===== src/rtl/mtmr_pkg.sv =====
package mtmr_pkg;

    typedef enum logic [1:0] {
        CH_STOP  = 2'd0,
        CH_RUN   = 2'd1,
        CH_CLEAR = 2'd2
    } ch_state_e;

endpackage


===== src/rtl/mtmr_prescaler.sv =====
module mtmr_prescaler #(
    parameter int CKS_W         = 2,
    parameter int DIV_MIN_LOG2  = 3,
    parameter int DIV_STEP_LOG2 = 2
) (
    input  logic             clk,
    input  logic             rst_n,
    input  logic             run,
    input  logic [CKS_W-1:0] cks,
    output logic             tick
);
    localparam int NSEL   = 1 << CKS_W;
    localparam int PCNT_W = DIV_MIN_LOG2 + DIV_STEP_LOG2 * (NSEL - 1);

    logic [PCNT_W-1:0] pcnt_q;
    logic [PCNT_W-1:0] last_val;

    // terminal phase value for each ratio: ratio - 1
    always_comb begin
        last_val = '0;
        for (int s = 0; s < NSEL; s++) begin
            if (cks == CKS_W'(s))
                last_val = PCNT_W'((1 << (DIV_MIN_LOG2 + DIV_STEP_LOG2 * s)) - 1);
        end
    end

    // >= keeps the pulse alive if the ratio shrinks mid-period
    assign tick = run && (pcnt_q >= last_val);

    always_ff @(posedge clk or negedge rst_n) begin
        if (!rst_n)
            pcnt_q <= '0;
        else if (!run || tick)
            pcnt_q <= '0;
        else
            pcnt_q <= pcnt_q + 1'b1;
    end

endmodule


===== src/rtl/mtmr_channel.sv =====
module mtmr_channel
    import mtmr_pkg::*;
#(
    parameter int CNT_W         = 16,
    parameter int CKS_W         = 2,
    parameter int DIV_MIN_LOG2  = 3,
    parameter int DIV_STEP_LOG2 = 2
) (
    input  logic             clk,
    input  logic             rst_n,
    input  logic             run,
    input  logic             wr_ctrl,
    input  logic             wr_cnt,
    input  logic             wr_cmp,
    input  logic [CNT_W-1:0] wdata,
    output logic [CKS_W-1:0] cks_o,
    output logic             ie_o,
    output logic [CNT_W-1:0] cnt_o,
    output logic [CNT_W-1:0] cmp_o,
    output logic             clr_o,
    output logic             irq_o
);
    ch_state_e        state_q, state_d;
    logic [CNT_W-1:0] cnt_q, cmp_q;
    logic [CKS_W-1:0] cks_q;
    logic             ie_q;
    logic             irq_q;
    logic             touch_q;
    logic             tick;
    logic             equal;
    logic             match_go;

    mtmr_prescaler #(
        .CKS_W        (CKS_W),
        .DIV_MIN_LOG2 (DIV_MIN_LOG2),
        .DIV_STEP_LOG2(DIV_STEP_LOG2)
    ) presc_i (
        .clk  (clk),
        .rst_n(rst_n),
        .run  (run),
        .cks  (cks_q),
        .tick (tick)
    );

    assign equal = (cnt_q == cmp_q);

    // a match comes from a count pulse at equality, or from an equality
    // created by a write one cycle earlier; a counter write this cycle wins
    always_comb begin
        match_go = 1'b0;
        if (state_q != CH_CLEAR && !wr_cnt && equal) begin
            if (touch_q || (state_q == CH_RUN && tick))
                match_go = 1'b1;
        end
    end

    // state register
    always_ff @(posedge clk or negedge rst_n) begin
        if (!rst_n)
            state_q <= CH_STOP;
        else
            state_q <= state_d;
    end

    // next state
    always_comb begin
        state_d = state_q;
        unique case (state_q)
            CH_STOP:  state_d = match_go ? CH_CLEAR : (run ? CH_RUN : CH_STOP);
            CH_RUN:   state_d = match_go ? CH_CLEAR : (run ? CH_RUN : CH_STOP);
            CH_CLEAR: state_d = run ? CH_RUN : CH_STOP;
            default:  state_d = CH_STOP;
        endcase
    end

    // datapath and outputs
    always_ff @(posedge clk or negedge rst_n) begin
        if (!rst_n) begin
            cnt_q   <= '0;
            cmp_q   <= '1;
            cks_q   <= '0;
            ie_q    <= 1'b0;
            irq_q   <= 1'b0;
            touch_q <= 1'b0;
        end else begin
            irq_q   <= (state_q == CH_CLEAR) && ie_q;
            touch_q <= wr_cmp || (wr_cnt && state_q != CH_CLEAR);
            if (wr_ctrl) begin
                cks_q <= wdata[CKS_W-1:0];
                ie_q  <= wdata[CKS_W];
            end
            if (wr_cmp)
                cmp_q <= wdata;
            unique case (state_q)
                CH_CLEAR: cnt_q <= '0;
                CH_RUN: begin
                    if (wr_cnt)
                        cnt_q <= wdata;
                    else if (tick && !match_go)
                        cnt_q <= cnt_q + 1'b1;
                end
                CH_STOP: begin
                    if (wr_cnt)
                        cnt_q <= wdata;
                end
                default: cnt_q <= cnt_q;
            endcase
        end
    end

    assign cks_o = cks_q;
    assign ie_o  = ie_q;
    assign cnt_o = cnt_q;
    assign cmp_o = cmp_q;
    assign clr_o = (state_q == CH_CLEAR);
    assign irq_o = irq_q;

endmodule


===== src/rtl/dual_match_timer.sv =====
module dual_match_timer #(
    parameter int NCH           = 2,
    parameter int CNT_W         = 16,
    parameter int ADDR_W        = 4,
    parameter int CKS_W         = 2,
    parameter int DIV_MIN_LOG2  = 3,
    parameter int DIV_STEP_LOG2 = 2
) (
    input  logic              clk,
    input  logic              rst_n,
    input  logic [ADDR_W-1:0] bus_addr,
    input  logic              bus_wr,
    input  logic [CNT_W-1:0]  bus_wdata,
    output logic [CNT_W-1:0]  bus_rdata,
    output logic [NCH-1:0]    irq
);
    localparam int CH_STRIDE = 4;
    localparam int OFS_CTRL  = 0;
    localparam int OFS_CNT   = 1;
    localparam int OFS_CMP   = 2;

    logic [NCH-1:0]              start_q;
    logic [NCH-1:0]              ch_clr;
    logic [NCH-1:0]              ch_ie;
    logic [NCH-1:0]              ch_cnt_wr;
    logic [NCH-1:0][CNT_W-1:0]   ch_cnt;
    logic [NCH-1:0][CNT_W-1:0]   ch_cmp;
    logic [NCH-1:0][CKS_W-1:0]   ch_cks;

    always_ff @(posedge clk or negedge rst_n) begin
        if (!rst_n)
            start_q <= '0;
        else if (bus_wr && bus_addr == '0)
            start_q <= bus_wdata[NCH-1:0];
    end

    for (genvar g = 0; g < NCH; g++) begin : g_ch
        localparam int BASE = CH_STRIDE * (g + 1);
        logic wr_ctrl, wr_cmp;

        assign wr_ctrl      = bus_wr && bus_addr == ADDR_W'(BASE + OFS_CTRL);
        assign ch_cnt_wr[g] = bus_wr && bus_addr == ADDR_W'(BASE + OFS_CNT);
        assign wr_cmp       = bus_wr && bus_addr == ADDR_W'(BASE + OFS_CMP);

        mtmr_channel #(
            .CNT_W        (CNT_W),
            .CKS_W        (CKS_W),
            .DIV_MIN_LOG2 (DIV_MIN_LOG2),
            .DIV_STEP_LOG2(DIV_STEP_LOG2)
        ) ch_i (
            .clk    (clk),
            .rst_n  (rst_n),
            .run    (start_q[g]),
            .wr_ctrl(wr_ctrl),
            .wr_cnt (ch_cnt_wr[g]),
            .wr_cmp (wr_cmp),
            .wdata  (bus_wdata),
            .cks_o  (ch_cks[g]),
            .ie_o   (ch_ie[g]),
            .cnt_o  (ch_cnt[g]),
            .cmp_o  (ch_cmp[g]),
            .clr_o  (ch_clr[g]),
            .irq_o  (irq[g])
        );
    end

    always_comb begin
        bus_rdata = '0;
        if (bus_addr == '0)
            bus_rdata = CNT_W'(start_q);
        for (int i = 0; i < NCH; i++) begin
            if (bus_addr == ADDR_W'(CH_STRIDE * (i + 1) + OFS_CTRL))
                bus_rdata = CNT_W'({ch_ie[i], ch_cks[i]});
            if (bus_addr == ADDR_W'(CH_STRIDE * (i + 1) + OFS_CNT))
                bus_rdata = ch_cnt[i];
            if (bus_addr == ADDR_W'(CH_STRIDE * (i + 1) + OFS_CMP))
                bus_rdata = ch_cmp[i];
        end
    end

endmodule


===== config.mk =====
export PLATFORM = sky130hd
export DESIGN_NAME = dual_match_timer
export DESIGN_NICKNAME = d
export VERILOG_FILES = /design/src/rtl/mtmr_pkg.sv /design/src/rtl/mtmr_prescaler.sv /design/src/rtl/mtmr_channel.sv /design/src/rtl/dual_match_timer.sv
export SDC_FILE = /design/constraint.sdc
export NUM_CORES = 1
export LEC_CHECK = 0
export CORE_ASPECT_RATIO = 0.8
export CORE_MARGIN = 1
export CORE_UTILIZATION = 29
export DETAILED_ROUTE_END_ITERATION = 10
export PLACE_DENSITY = 0.54
export SLEW_MARGIN = 20
export SYNTH_ARGS = -nofsm -noshare
export SYNTH_HDL_FRONTEND = slang
export SYNTH_HIERARCHICAL = 1
export SYNTH_SLANG_ARGS = --single-unit
export TNS_END_PERCENT = 1

===== constraint.sdc =====
create_clock -name clk -period 2.75 [get_ports clk]
set_input_delay 0.275 -clock clk [delete_from_list [all_inputs] [get_ports clk]]
set_output_delay 0.275 -clock clk [all_outputs]
set_load 0.01 [all_outputs]

==> impl_metrics.sql <==
INSERT INTO impl_metrics (metric_group, metric, value, unit) VALUES
('detailed_routing', 'drt_first_iter_violations', '329', ''),
('pwr', 'worst_ir_drop_vdd', '298.4', 'µV'),
('layout', 'finish.cell_count_without_fillers', '971', ''),
('critical_path', 'critical_path.reg2reg.startpoint', 'g_ch[1].ch_i/cks_o[1]', ''),
('detailed_routing', 'postRouteWirelength', '18190', 'µm'),
('sta', 'final.period_utilization', '93.97', '%'),
('detailed_routing', 'wl_per_cell', '18.73', 'µm'),
('sta', 'fin_worst_hold_slack', '0.3797', 'ns'),
('sta', 'timing.max_slew.rel_slack', '53.93', '%'),
('synthesis', 'postSynthCellCount', '644', ''),
('sta', 'final.setup.tns', '0', 'ns'),
('critical_path', 'timing.critical_path.required', '3.01', 'ns'),
('placed_design', 'detailed_place_hpwl', '13380', 'µm'),
('clock_tree', 'tritoncts_num_sinks', '98', ''),
('synthesis', 'mappedNetlistNets', '681', ''),
('run_status', 'status', 'finished, violations left', ''),
('sta', 'setup_violations', '0', ''),
('synthesis', 'synth_edf_count', '0', ''),
('synthesis', 'post_synthesis_cell_type_count', '56', ''),
('critical_path', 'worstSetupPathType', 'flop to flop', ''),
('pwr', 'power.share.combinational', '29.5', '%'),
('critical_path', 'reg2reg_depth', '12', ''),
('floorplan', 'die_width', '166.2', 'µm'),
('synthesis', 'post_synthesis_area_per_instance', '9.714', 'µm²'),
('synthesis', 'ys_seq_area_share', '39.84', '%'),
('global_route', 'number_of_antenna_violations_at_the_first_check_in_global_routing', '0', ''),
('floorplan', 'top_level_ports', '41', ''),
('hold_path', 'hold_path_class', 'input pin to asynchronous set/reset pin', ''),
('pwr', 'power.share.switching', '36.95', '%'),
('placed_design', 'gp_routability_congestion', '0.9081', ''),
('sta', 'fin_crit', '2.584', 'ns'),
('placed_design', 'buffer_ports.inserted', '40', ''),
('floorplan', 'die_h', '133.4', 'µm'),
('synthesis', 'synth.ff_latch_count', '98', ''),
('run_status', 'failed_checks', 'design-rule violations', ''),
('clock_tree', 'cts_clock_pin_slew_for_the_worst_setup_and_hold_paths', '0.07', 'ns'),
('clock_tree', 'cts.root.buffer_cell', 'sky130_fd_sc_hd__clkbuf_16', ''),
('clock_tree', 'cts_tree', 'built', ''),
('layout', 'flow.area_growth_from_synthesis', '17.52', '%'),
('critical_path', 'timing.critical_path.fanout_max', '7', ''),
('global_route', 'grt_usage', '16.66', '%'),
('pwr', 'share_clk_of_total_power', '24.5', '%'),
('layout', 'final_area', '0.007352', 'mm²'),
('sta', 'finalHoldViolations', '0', ''),
('pwr', 'power_per_cell_area', '703.5', 'mW/mm²'),
('clock_tree', 'total_cts_buffers', '9', ''),
('sta', 'clock_skew', '0.01053', 'ns'),
('placed_design', 'detailedPlace.worstSlack', '0.06550', 'ns'),
('clock_tree', 'insertion_delay', '0.36', 'ns'),
('critical_path', 'crit_path_from', 'g_ch[1].ch_i/cks_o[1]', ''),
('global_route', 'grt_remaining_overflow', '0', ''),
('global_route', 'grt_start_max_net_pins', '72', ''),
('synthesis', 'mappedNetlistArea', '0.006256', 'mm²'),
('pwr', 'flop_pwr_share', '46.0', '%'),
('layout', 'fill_cells', '2174', ''),
('critical_path', 'end_kind', 'flop', ''),
('floorplan', 'die_area', '0.02217', 'mm²'),
('pwr', 'p_leak', '2.804', 'nW'),
('global_route', 'via_count_of_the_first_global_routing_pass', '4872', ''),
('sta', 'final.setup.worst_slack', '0.1658', 'ns'),
('job', 'cap_violations', '0', ''),
('placed_design', 'dpl_cell_area', '0.007012', 'mm²'),
('detailed_routing', 'drt_drc_violations_left', '3', ''),
('synthesis', 'synthesis.yosys.warnings', '6', ''),
('layout', 'post-route-util', '35.12', '%'),
('pwr', 'p_switching', '1.911', 'mW'),
('floorplan', 'fp-row-count', '47', ''),
('clock_tree', 'htreeDepth', '3', ''),
('critical_path', 'critPathCapture', 'g_ch[1].ch_i/cnt_o[0]', ''),
('pwr', 'cell_internal_pwr', '3.261', 'mW'),
('detailed_routing', 'final_antenna_net_count', '0', '');
[routing by layer]
metal / vias up / global-route usage, % / share of wire, %
met1: 2611 / 23.99 / 48
met3: 23 / 3.179 / 5.0
met5: - / 0 / 0
met2: 106 / 25.08 / 45
li1: 2484 / - / -
met4: 0 / 5.195 / 1.8
[flip-flops by register name (all words and copies together), names as in the netlist]
signal	count
g_ch.ch_i/cks_o	4
g_ch.ch_i/cmp_o	32
g_ch.ch_i/cnt_o	32
g_ch.ch_i/ie_o	2
g_ch.ch_i/irq_o	2
g_ch.ch_i/presc_i/pcnt_q	18
g_ch.ch_i/state_q	4
g_ch.ch_i/touch_q	2
start_q	2
[final cells by class]
class	instances	area [µm²]	share of cell area (%)
multi-input cells	506	3528	47.99
well taps	269	336.6	4.578
repair buffers	71	658.1	8.952
clock buffers	13	270.3	3.676
inverters	11	41.29	0.5616
clock inverters	3	22.52	0.3063
flip-flops and latches	98	2495	33.93
[placed cells by master (no fill, tap or decap), types with 4 or more instances in the layout]
cell type / instances
sky130_fd_sc_hd__nor3_1: 17
sky130_fd_sc_hd__clkdlybuf4s50_1: 39
sky130_fd_sc_hd__o21ai_1: 17
sky130_fd_sc_hd__a22oi_1: 36
sky130_fd_sc_hd__ha_1: 14
sky130_fd_sc_hd__o21ai_4: 4
sky130_fd_sc_hd__a31oi_1: 8
sky130_fd_sc_hd__nor3_2: 4
sky130_fd_sc_hd__mux2_1: 4
sky130_fd_sc_hd__nor3b_1: 8
sky130_fd_sc_hd__o21bai_1: 4
sky130_fd_sc_hd__nand3_1: 28
sky130_fd_sc_hd__xor2_1: 16
sky130_fd_sc_hd__or2_4: 4
sky130_fd_sc_hd__o21a_1: 6
sky130_fd_sc_hd__mux2_2: 38
sky130_fd_sc_hd__dfrtp_1: 64
sky130_fd_sc_hd__and3_1: 13
sky130_fd_sc_hd__mux2i_1: 5
sky130_fd_sc_hd__nor4_1: 6
sky130_fd_sc_hd__xnor2_1: 28
sky130_fd_sc_hd__o21ai_2: 16
sky130_fd_sc_hd__clkbuf_16: 9
sky130_fd_sc_hd__nand2b_1: 6
sky130_fd_sc_hd__dfstp_2: 32
sky130_fd_sc_hd__inv_1: 11
sky130_fd_sc_hd__buf_4: 29
sky130_fd_sc_hd__nor2b_1: 15
sky130_fd_sc_hd__and2_1: 6
sky130_fd_sc_hd__o31ai_1: 6
sky130_fd_sc_hd__and4_1: 6
sky130_fd_sc_hd__nor2_1: 57
sky130_fd_sc_hd__o21ai_0: 33
sky130_fd_sc_hd__nand2_1: 22
sky130_fd_sc_hd__nand4_1: 14
sky130_fd_sc_hd__a21oi_1: 33
[power groups by stage]
stage	clock, mW	sequential (mW)	combinational [mW]
2_1_floorplan	0	2.15	1.16
3_3_place_gp	0	2.39	1.50
3_5_place_dp	0	2.39	1.51
4_1_cts	1.31	2.37	1.52
5_1_grt	1.35	2.44	1.70
6_report	1.27	2.38	1.53
[how the worst min path moves through the flow]
stage / start / endpoint / cells past startpoint
after floorplan: rst_n / g_ch[0].ch_i/cks_o[0] / 0
after global placement: rst_n / g_ch[0].ch_i/presc_i/pcnt_q[4] / 1
after detailed placement: rst_n / g_ch[0].ch_i/presc_i/pcnt_q[4] / 1
after CTS: rst_n / g_ch[0].ch_i/presc_i/pcnt_q[4] / 2
after global routing: rst_n / g_ch[0].ch_i/presc_i/pcnt_q[4] / 2
final: rst_n / g_ch[0].ch_i/presc_i/pcnt_q[4] / 2
[cells by family after synthesis]
family          synth area share (%)
buf+inv                        4.080
flops                          39.84
xor+xnor                       6.680
simple gates                   19.28
mux                            8.360
fa+ha+maj                      2.800
compound gates                 18.96
[worst max-delay path: stages, from the launching register on]
cell and delay (ns):
sky130_fd_sc_hd__dfrtp_2 0.46, sky130_fd_sc_hd__nor2_2 0.14, sky130_fd_sc_hd__ha_1 0.25, sky130_fd_sc_hd__a21oi_1 0.14, sky130_fd_sc_hd__o21a_1 0.21, sky130_fd_sc_hd__nor2_1 0.06, sky130_fd_sc_hd__o21a_1 0.19, sky130_fd_sc_hd__nand2_1 0.11
sky130_fd_sc_hd__o21bai_1 0.09, sky130_fd_sc_hd__nand4_1 0.15, sky130_fd_sc_hd__o21ai_4 0.11, sky130_fd_sc_hd__or2_4 0.32, sky130_fd_sc_hd__o31ai_1 0.25
[what timing repair did]
item | CTS | global route
hold buffers | 1 | 0
gates resized for setup | 0 | 5
endpoints found under the setup margin | 0 | 29
buffers inserted | 0 | 2
hold endpoints to repair | 24 | 0
No activity file was read; power rests on OpenSTA's default activity.
